**config.mk**
```make
export PLATFORM = sky130hd
export DESIGN_NAME = canf_filter
export DESIGN_NICKNAME = d
export VERILOG_FILES = /design/src/rtl/canf_pkg.sv /design/src/rtl/canf_regs.sv /design/src/rtl/canf_match.sv /design/src/rtl/canf_ctrl.sv /design/src/rtl/canf_filter.sv
export SDC_FILE = /design/constraint.sdc
export NUM_CORES = 1
export LEC_CHECK = 0
export BUFFER_PORTS_ARGS = -buffer_cell sky130_fd_sc_hd__buf_2
export CELL_PAD_IN_SITES_DETAIL_PLACEMENT = 0
export CELL_PAD_IN_SITES_GLOBAL_PLACEMENT = 1
export CORE_MARGIN = 5
export CORE_UTILIZATION = 40
export DETAILED_ROUTE_END_ITERATION = 16
export PLACE_DENSITY = 0.74
export SLEW_MARGIN = 20
export SYNTH_ARGS = -nofsm -noshare
export SYNTH_HDL_FRONTEND = slang
export SYNTH_SLANG_ARGS = --single-unit
```
**constraint.sdc**
```tcl
create_clock -name clk -period 2.3 [get_ports clk]
set_clock_uncertainty 0.2 [all_clocks]
set_input_delay 0.115 -clock clk [delete_from_list [all_inputs] [get_ports clk]]
set_output_delay 0.115 -clock clk [all_outputs]
set_load 0.02 [all_outputs]
```
**src/rtl/canf_pkg.sv**
```systemverilog
package canf_pkg;
    localparam int unsigned BYTE_W    = 8;
    localparam int unsigned ID_BYTES  = 4;
    localparam int unsigned STD_BYTES = 2;

    typedef enum logic [1:0] {
        ST_IDLE = 2'd0,
        ST_INIT = 2'd1,
        ST_HIT  = 2'd2,
        ST_DROP = 2'd3
    } canf_state_e;
endpackage

```
**src/rtl/canf_regs.sv**
```systemverilog
module canf_regs
    import canf_pkg::*;
#(
    parameter int unsigned BW     = BYTE_W,
    parameter int unsigned NB     = ID_BYTES,
    parameter int unsigned ADDR_W = $clog2(2 * NB)
) (
    input  logic              clk,
    input  logic              rst_n,
    input  logic              cfg_mode,
    input  logic              reg_wr,
    input  logic [ADDR_W-1:0] reg_addr,
    input  logic [BW-1:0]     reg_wdata,
    output logic [BW-1:0]     reg_rdata,
    output logic [NB*BW-1:0]  code_flat,
    output logic [NB*BW-1:0]  mask_flat
);
    localparam int unsigned NREG = 2 * NB;

    logic [BW-1:0] regs_q [NREG];

    // Byte k sits in the top of the flat vector for k = 0.
    for (genvar k = 0; k < NB; k++) begin : g_byte
        localparam int unsigned CODE_A = k;
        localparam int unsigned MASK_A = k + NB;
        logic wr_code;
        logic wr_mask;

        assign wr_code = cfg_mode && reg_wr && (reg_addr == ADDR_W'(CODE_A));
        assign wr_mask = cfg_mode && reg_wr && (reg_addr == ADDR_W'(MASK_A));

        always_ff @(posedge clk or negedge rst_n) begin
            if (!rst_n) begin
                regs_q[CODE_A] <= '0;
                regs_q[MASK_A] <= '0;
            end else begin
                if (wr_code) regs_q[CODE_A] <= reg_wdata;
                if (wr_mask) regs_q[MASK_A] <= reg_wdata;
            end
        end

        assign code_flat[(NB-1-k)*BW +: BW] = regs_q[CODE_A];
        assign mask_flat[(NB-1-k)*BW +: BW] = regs_q[MASK_A];
    end

    always_comb begin
        reg_rdata = '0;
        for (int i = 0; i < NREG; i++) begin
            if (reg_addr == ADDR_W'(i)) reg_rdata = regs_q[i];
        end
    end

    AST_WR_LOCKED: assert property (@(posedge clk) disable iff (!rst_n)
        (reg_wr && !cfg_mode) |=> ($stable(code_flat) && $stable(mask_flat)));

    AST_WR_TAKEN: assert property (@(posedge clk) disable iff (!rst_n)
        (reg_wr && cfg_mode && (reg_addr == ADDR_W'(0))) |=>
            (code_flat[NB*BW-1 -: BW] == $past(reg_wdata)));
endmodule

```
**src/rtl/canf_match.sv**
```systemverilog
module canf_match
    import canf_pkg::*;
#(
    parameter int unsigned BW = BYTE_W,
    parameter int unsigned NB = ID_BYTES,
    parameter int unsigned NS = STD_BYTES
) (
    input  logic [NB*BW-1:0] id,
    input  logic             ext,
    input  logic [NB*BW-1:0] code_flat,
    input  logic [NB*BW-1:0] mask_flat,
    output logic             accept
);
    logic [NB-1:0] byte_ok;

    for (genvar k = 0; k < NB; k++) begin : g_cmp
        logic [BW-1:0] id_b;
        logic [BW-1:0] cd_b;
        logic [BW-1:0] mk_b;
        assign id_b = id[(NB-1-k)*BW +: BW];
        assign cd_b = code_flat[(NB-1-k)*BW +: BW];
        assign mk_b = mask_flat[(NB-1-k)*BW +: BW];
        // Each bit passes when it equals the code bit or is masked.
        assign byte_ok[k] = &((id_b ~^ cd_b) | mk_b);
    end

    assign accept = ext ? (&byte_ok) : (&byte_ok[NS-1:0]);
endmodule

```
**src/rtl/canf_ctrl.sv**
```systemverilog
module canf_ctrl
    import canf_pkg::*;
#(
    parameter int unsigned W = ID_BYTES * BYTE_W
) (
    input  logic         clk,
    input  logic         rst_n,
    input  logic         cfg_mode,
    input  logic         rx_valid,
    input  logic [W-1:0] rx_id,
    input  logic         rx_ext,
    input  logic         hit,
    output logic [W-1:0] bg_id,
    output logic         bg_ext,
    output logic [W-1:0] fg_id,
    output logic         fg_ext,
    output logic         rx_irq,
    output logic         rx_drop
);
    canf_state_e state_q;
    canf_state_e state_d;
    logic        take;

    assign take = rx_valid && !cfg_mode;

    always_ff @(posedge clk or negedge rst_n) begin
        if (!rst_n) state_q <= ST_IDLE;
        else        state_q <= state_d;
    end

    always_comb begin
        state_d = ST_IDLE;
        unique case (state_q)
            ST_IDLE, ST_HIT, ST_DROP: begin
                if (cfg_mode)      state_d = ST_INIT;
                else if (rx_valid) state_d = hit ? ST_HIT : ST_DROP;
                else               state_d = ST_IDLE;
            end
            ST_INIT: begin
                if (cfg_mode)      state_d = ST_INIT;
                else if (rx_valid) state_d = hit ? ST_HIT : ST_DROP;
                else               state_d = ST_IDLE;
            end
        endcase
    end

    always_ff @(posedge clk or negedge rst_n) begin
        if (!rst_n) begin
            bg_id  <= '0;
            bg_ext <= 1'b0;
            fg_id  <= '0;
            fg_ext <= 1'b0;
        end else if (take) begin
            bg_id  <= rx_id;
            bg_ext <= rx_ext;
            if (hit) begin
                fg_id  <= rx_id;
                fg_ext <= rx_ext;
            end
        end
    end

    assign rx_irq  = (state_q == ST_HIT);
    assign rx_drop = (state_q == ST_DROP);

    AST_INIT_SILENT: assert property (@(posedge clk) disable iff (!rst_n)
        (rx_valid && cfg_mode) |=> (!rx_irq && !rx_drop && $stable(bg_id)));

    AST_BG_CAPTURE: assert property (@(posedge clk) disable iff (!rst_n)
        (rx_valid && !cfg_mode) |=> (bg_id == $past(rx_id)));

    AST_NO_STRAY_PULSE: assert property (@(posedge clk) disable iff (!rst_n)
        !rx_valid |=> (!rx_irq && !rx_drop));

    AST_PROMOTED: assert property (@(posedge clk) disable iff (!rst_n)
        rx_irq |-> (fg_id == bg_id && fg_ext == bg_ext));

    AST_DROP_KEEPS_FG: assert property (@(posedge clk) disable iff (!rst_n)
        rx_drop |-> ($stable(fg_id) && $stable(fg_ext)));
endmodule

```
**src/rtl/canf_filter.sv**
```systemverilog
module canf_filter
    import canf_pkg::*;
(
    input  logic        clk,
    input  logic        rst_n,
    input  logic        cfg_req,
    input  logic        cfg_ack,
    input  logic        reg_wr,
    input  logic [2:0]  reg_addr,
    input  logic [7:0]  reg_wdata,
    output logic [7:0]  reg_rdata,
    input  logic        rx_valid,
    input  logic [31:0] rx_id,
    input  logic        rx_ext,
    output logic [31:0] bg_id,
    output logic        bg_ext,
    output logic [31:0] fg_id,
    output logic        fg_ext,
    output logic        rx_irq,
    output logic        rx_drop
);
    localparam int unsigned W = ID_BYTES * BYTE_W;

    logic         cfg_mode;
    logic [W-1:0] code_flat;
    logic [W-1:0] mask_flat;
    logic         hit;

    assign cfg_mode = cfg_req && cfg_ack;

    canf_regs #(.BW(BYTE_W), .NB(ID_BYTES), .ADDR_W(3)) u_regs (
        .clk       (clk),
        .rst_n     (rst_n),
        .cfg_mode  (cfg_mode),
        .reg_wr    (reg_wr),
        .reg_addr  (reg_addr),
        .reg_wdata (reg_wdata),
        .reg_rdata (reg_rdata),
        .code_flat (code_flat),
        .mask_flat (mask_flat)
    );

    canf_match #(.BW(BYTE_W), .NB(ID_BYTES), .NS(STD_BYTES)) u_match (
        .id        (rx_id),
        .ext       (rx_ext),
        .code_flat (code_flat),
        .mask_flat (mask_flat),
        .accept    (hit)
    );

    canf_ctrl #(.W(W)) u_ctrl (
        .clk      (clk),
        .rst_n    (rst_n),
        .cfg_mode (cfg_mode),
        .rx_valid (rx_valid),
        .rx_id    (rx_id),
        .rx_ext   (rx_ext),
        .hit      (hit),
        .bg_id    (bg_id),
        .bg_ext   (bg_ext),
        .fg_id    (fg_id),
        .fg_ext   (fg_ext),
        .rx_irq   (rx_irq),
        .rx_drop  (rx_drop)
    );

    AST_STD_IGNORES_LOW: assert property (@(posedge clk) disable iff (!rst_n)
        (rx_valid && !cfg_mode && !rx_ext && (((rx_id ^ code_flat) & ~mask_flat) >> 16) == 0)
            |=> rx_irq);
endmodule

```
# Word-level counts from Yosys, hierarchy flattened
# Index checks and enable logic that the tools add are counted.
word_totals:
  reg_bits: 132
  out_inout_bits: 76
classes:
  n_eq_ne: 10
  muxes: 13
  bitwise_logic: 8
  reduce_logical: 18
op_table:
  columns: ["operator", "n"]
  rows:
  - ["$mux 8", 8]
  - ["$or 8x8->8", 4]
  - ["$reduce_and 32->1", 1]
  - ["$xnor 8x8->8", 4]
  - ["$reduce_and 16->1", 1]
  - ["$eq 3x3->1 const B", 4]
  - ["$logic_and 1x1->1", 11]
  - ["$eq 3x2->1 const B", 2]
  - ["$mux 2", 3]
  - ["$eq 2x2->1 const B", 2]
  - ["$reduce_or 4->1", 1]
  - ["$eq 3x1->1 const B", 1]
  - ["$logic_not 3->1", 1]
  - ["$eq 2x1->1 const B", 1]
  - ["$logic_not 2->1", 1]
  - ["$mux 1", 2]
  - ["$reduce_and 2->1", 1]
  - ["$logic_not 1->1", 1]

# Depth between registers and ports, before layout
depth:
  word_depth: 9
  mapped_depth: 7

# By module
# Synthesis repeated with hierarchy kept, for this count alone.
hier_totals:
  hier_cells: 386
  area_unflattened_um2: 6129.6
modules_own_cells:
  columns: ["module", "n_inst", "cells_per_inst", "area_per_inst_um2"]
  rows:
  - ["canf_regs", 1, 183, 2975.4]
  - ["canf_ctrl", 1, 147, 2730.1]
  - ["canf_match", 1, 55, 417.9]
  - ["canf_filter", 1, 1, 6.3]

# Worst setup path before layout
# Ideal clock, no wire load.
synth_timing:
  path_kind: "register to register"
  from: "reg u_regs.regs_q (netlist bit u_regs.code_flat[12])"
  to: "reg u_ctrl.fg_ext"
  setup_time_ps: 125
  t_arrival_ps: 1855
  setup_slack_ps: 120
  stages_incl_launch_ff: 8
  n_path_buf: 1
  cell_sequence: "dfrtp_1 > xnor2_1 > o22ai_1 > nor4_1 > a21boi_1 > nor3b_4 > buf_6 > mux2_4"
synth_between:
  elab_chain_cells: 5
synth_rtl:
  columns: ["item", "line", "rtl"]
  rows:
  - ["start: declaration", "canf_regs.sv:20", "logic [BW-1:0] regs_q [NREG];"]
  - ["start signal: indexed assignment", "canf_regs.sv:37", "if (wr_code) regs_q[CODE_A] <= reg_wdata;"]
  - ["start signal: indexed assignment", "canf_regs.sv:38", "if (wr_mask) regs_q[MASK_A] <= reg_wdata;"]
  - ["$xnor 8x8->8", "canf_match.sv:24", "assign byte_ok[k] = &((id_b ~^ cd_b) | mk_b);"]
  - ["$or 8x8->8", "canf_match.sv:24", null]
  - ["$reduce_and 32->1", "canf_match.sv:27", "assign accept = ext ? (&byte_ok) : (&byte_ok[NS-1:0]);"]
  - ["$mux 1", "canf_match.sv:27", null]
  - ["$reduce_and 2->1 (no line)", null, null]
  - ["end signal: assignment", "canf_ctrl.sv:58", "fg_ext <= rx_ext;"]
  - ["end: declaration", "canf_ctrl.sv:16", "output logic fg_ext,"]
# Every way passes these cells.
# A chain may end at the register's enable or synchronous reset.

# Final worst setup path
layout_timing:
  from: "reg u_regs.regs_q (netlist bit u_regs.code_flat[17])"
  to: "reg u_ctrl.fg_id[13]"
layout_between:
  elab_chain_cells: 5
  elab_cells_between_ends: 6
layout_rtl:
  columns: ["item", "line", "rtl"]
  rows:
  - ["$xnor 8x8->8 *", "canf_match.sv:24", null]
  - ["$or 8x8->8 *", "canf_match.sv:24", null]
  - ["$reduce_and 32->1 / $reduce_and 16->1 (equally long branches)", "canf_match.sv:27", null]
  - ["$mux 1 *", "canf_match.sv:27", null]
  - ["$reduce_and 2->1 (no line) *", null, null]
  - ["end signal: assignment", "canf_ctrl.sv:57", "fg_id <= rx_id;"]
  - ["end: declaration", "canf_ctrl.sv:15", "output logic [W-1:0] fg_id,"]
# Mark *: on every way between the ends. The rest lies on a longest branch, timed or not.

==> flow_summary.yaml <==
global_routing:
  grt_pass1_wl_mm: 25.6
  grt_max_degree: 51
  grt_pass1_vias: 4520
  antenna_found_initial: 0
  grt_use_total_pct: 18.8
  grt-ovfl-total: 0
clock_tree:
  clockBufferDepth: 2
  htree_levels: 4
  clk-insertion-delay-late_ps: 420
  cts.sinks: 132
  clk_pin_slew_worst_paths_ps: 60
  cts_tree: "yes"
  cts_root_buffer: "clkbuf_16"
  cts_buffers: 17
die:
  core-area_sq_um: 14600
  rows: 44
  start_util_pct: 40.9
  die_width_microns: 132
  die_h_microns: 132
  io_pins: 126
  dieArea_sq_um: 17400
synth:
  ys_seq_area_share_pct: 55.4
  syn-cell-area_sq_um: 5960
  ys.flop_type: "dfrtp_1"
  synth_commonest_cells: "132 x dfrtp_1, 100 x mux2_2, 32 x xnor2_1"
  syn-num-nets: 448
  synth_top_area_share_pct: 55.4
  avgSynthCellArea_sq_um: 15.0
  yosys_warnings: 0
  yosysMostFrequentCell: "dfrtp_1"
  synth-edff-count: 0
  synthArstFlopShare_pct: 100
  synth_top_area_cell: "dfrtp_1"
  synth_cell_types: 26
  syn-instance-count: 398
  ys_seq_elements: 132
  synthTopCellsByArea: "dfrtp_1 55%, mux2_2 19%, mux2_4 7.6%"
routing:
  drt-initial-drc-count: 186
  first_pass_iters: 4
  num_vias: 4095
  viasPerCell: 5.00
  wl_per_cell_microns: 19.3
  drc_errors: 0
  drt-total-wl_mm: 15.8
  postRouteAntennaNets: 0
placement:
  hpwl_mm: 11.2
  place_inst: 735
  place_congestion: 0.807
  port_buffers: 125
timing:
  max_freq_mhz: 419
  hold_viol: 0
  worstMarginPinSlew_ps: 815
  timing.final.crit_share_pct: 104
  finalMaxSlewViolations: 0
  rsz0062_at_grt: "true"
  post-route-min-period_ps: 2390
  setup_viol: 33
  final.setup.worst_slack_ps: -88.6
  max-slew-margin-rel_pct: 45.5
pwr:
  power.density_nw_per_um2: 851
  peakVddDrop_v: 0.000518
  power_mw: 7.11
  net-switching-power_mw: 1.86
  p_leak_nw: 4.00
  internal_power_mw: 5.25
  power.share.switching_pct: 26.1
  comb_power_share_pct: 20.1
  clockPowerShare_pct: 39.6
  seqPwrFrac_pct: 40.4
layout:
  area_delta_synth_final_pct: 40.2
  fin_nets: 672
  multiInputGateArea_sq_um: 2650
  instances_no_fill: 819
  layout-drive-gt1-share_pct: 56.5
  ff_latch_area_sq_um: 3300
  nFillCells: 1171
  antenna_cells: 0
job:
  max_cap_viol_count: 0
run_status:
  status: "finished with violations"
  violations: "negative setup slack"
worst_setup_path:
  required_ps: 2400
  critical-path-max-stage-delay_ps: 400
  crit_fanout: 7
  crit_arrival_ps: 2490
  critPathKind: "reg -> reg"
  critPathSlowestCell: "dfrtp_1"
  cp-start-kind: "flop"
  critical_path.cell_chain: "xnor2_2 -> o22ai_2 -> nor4_2 -> buf_4 -> nand2_4 -> nor3b_4 -> buf_6 -> clkbuf_16 -> mux2_4"
  endpoint_kind: "flop"
worst_hold_path:
  hp-class: "in -> async"
[worst max-delay path: cells and delay by family, from the launching register on]
family	cells	cell delay, ps
compound gates	1	110
flops	1	400
mux	1	300
simple gates	3	540
xor+xnor	1	180
buf+inv	3	540
[power by group through the flow]
stage | registers, mW | clock network (mW) | logic (mW)
2_1_floorplan | 2.94 | 0 | 0.685
3_3_place_gp | 2.88 | 0 | 1.30
3_5_place_dp | 2.90 | 0 | 1.31
4_1_cts | 2.87 | 2.87 | 1.42
5_1_grt | 2.91 | 2.98 | 1.55
6_report | 2.87 | 2.81 | 1.43
[repair_timing]
action	CTS	global route
gates resized for setup	9	8
pin swaps	11	6
hold endpoints to repair	263	0
setup buffers	4	1
endpoints found under the setup margin	33	33
hold buffers	45	0
gates cloned	1	1
[path summary, 6_finish.rpt]
kind	start	to	slack (ps)	cells past startpoint
setup reg to reg	u_regs.code_flat[17]	u_ctrl.fg_id[13]	-90	9
hold / removal	rst_n	u_ctrl.bg_id[18]	10	2
max in group asynchronous	rst_n	u_ctrl.fg_id[31]	1210	3
min in group clk	reg_wr	u_regs.code_flat[15]	180	5
hold reg to reg	u_ctrl.bg_id[25]	u_ctrl.bg_id[25]	300	1
setup / recovery	u_regs.code_flat[17]	u_ctrl.fg_id[13]	-90	9
[state kept, by name, summed over array words and instances, names as in the netlist]
register	cells
u_ctrl.bg_ext	1
u_ctrl.bg_id	32
u_ctrl.fg_ext	1
u_ctrl.fg_id	32
u_ctrl.state_q	2
u_regs.code_flat	32
u_regs.mask_flat	32
[routing by layer]
| metal | part of all wire (%) | track usage (%) | up-vias |
|---|---|---|---|
| met5 | 0 | 0 | - |
| met4 | 1.3 | 6.51 | 0 |
| met3 | 5.2 | 4.35 | 17 |
| met2 | 49 | 30.4 | 109 |
| met1 | 44 | 25.0 | 2068 |
| li1 | - | - | 1901 |
[area by class of cell]
cell class              count  share of cell area, %
clock inverters             8                   1.45
clock buffers              24                   6.00
inverters                   3                  0.135
well taps                 184                   2.75
repair buffers            219                   18.4
flip-flops and latches    132                   39.5
multi-input cells         249                   31.7
[placed cells by master, fill, tap and decap left out, types with 2 or more instances in the layout]
cell | Yosys | routed
clkbuf_8 | 0 | 5
clkbuf_1 | 3 | 2
o22ai_1 | 18 | 16
nor2_1 | 6 | 6
nand2_1 | 28 | 27
o22ai_2 | 0 | 2
buf_4 | 0 | 42
or3_1 | 2 | 2
dlygate4sd3_1 | 0 | 45
mux2_2 | 100 | 97
clkinv_2 | 0 | 3
mux2_4 | 30 | 33
buf_6 | 3 | 2
o21ai_0 | 4 | 4
mux4_2 | 12 | 12
dfrtp_1 | 132 | 132
nor4_2 | 0 | 4
nand4_1 | 2 | 2
xnor2_1 | 32 | 29
mux4_1 | 2 | 2
bufinv_16 | 0 | 3
mux2i_1 | 2 | 2
xnor2_2 | 0 | 3
buf_2 | 4 | 124
buf_12 | 0 | 4
clkbuf_16 | 0 | 18
inv_1 | 2 | 2
[through the flow]
| step | util, % | worst slack (ps) | hold WS (ps) | area (sq um) | setup TNS (ps) |
|---|---|---|---|---|---|
| 2_1_floorplan | - | 120 | -381 | 5960 | 0 |
| 3_3_place_gp | 48.7 | -128 | -106 | 7110 | -3740 |
| 6_report | 57.3 | -88.6 | 12.2 | 8360 | -2250 |
| 5_1_grt | 57.3 | -196 | 57.6 | 8360 | -5740 |
| 4_1_cts | 56.8 | -107 | 16.8 | 8280 | -1890 |
| 3_5_place_dp | 48.7 | -154 | -102 | 7110 | -4440 |
[logic make-up after synthesis]
logic type      Yosys count  share of synthesized area [%]
simple gates             47                           3.72
mux                     146                           32.2
flops                   132                           55.4
buf+inv                  17                           1.53
compound gates           24                           2.43
xor+xnor                 32                           4.70
No activity file was read; power rests on OpenSTA's default activity.
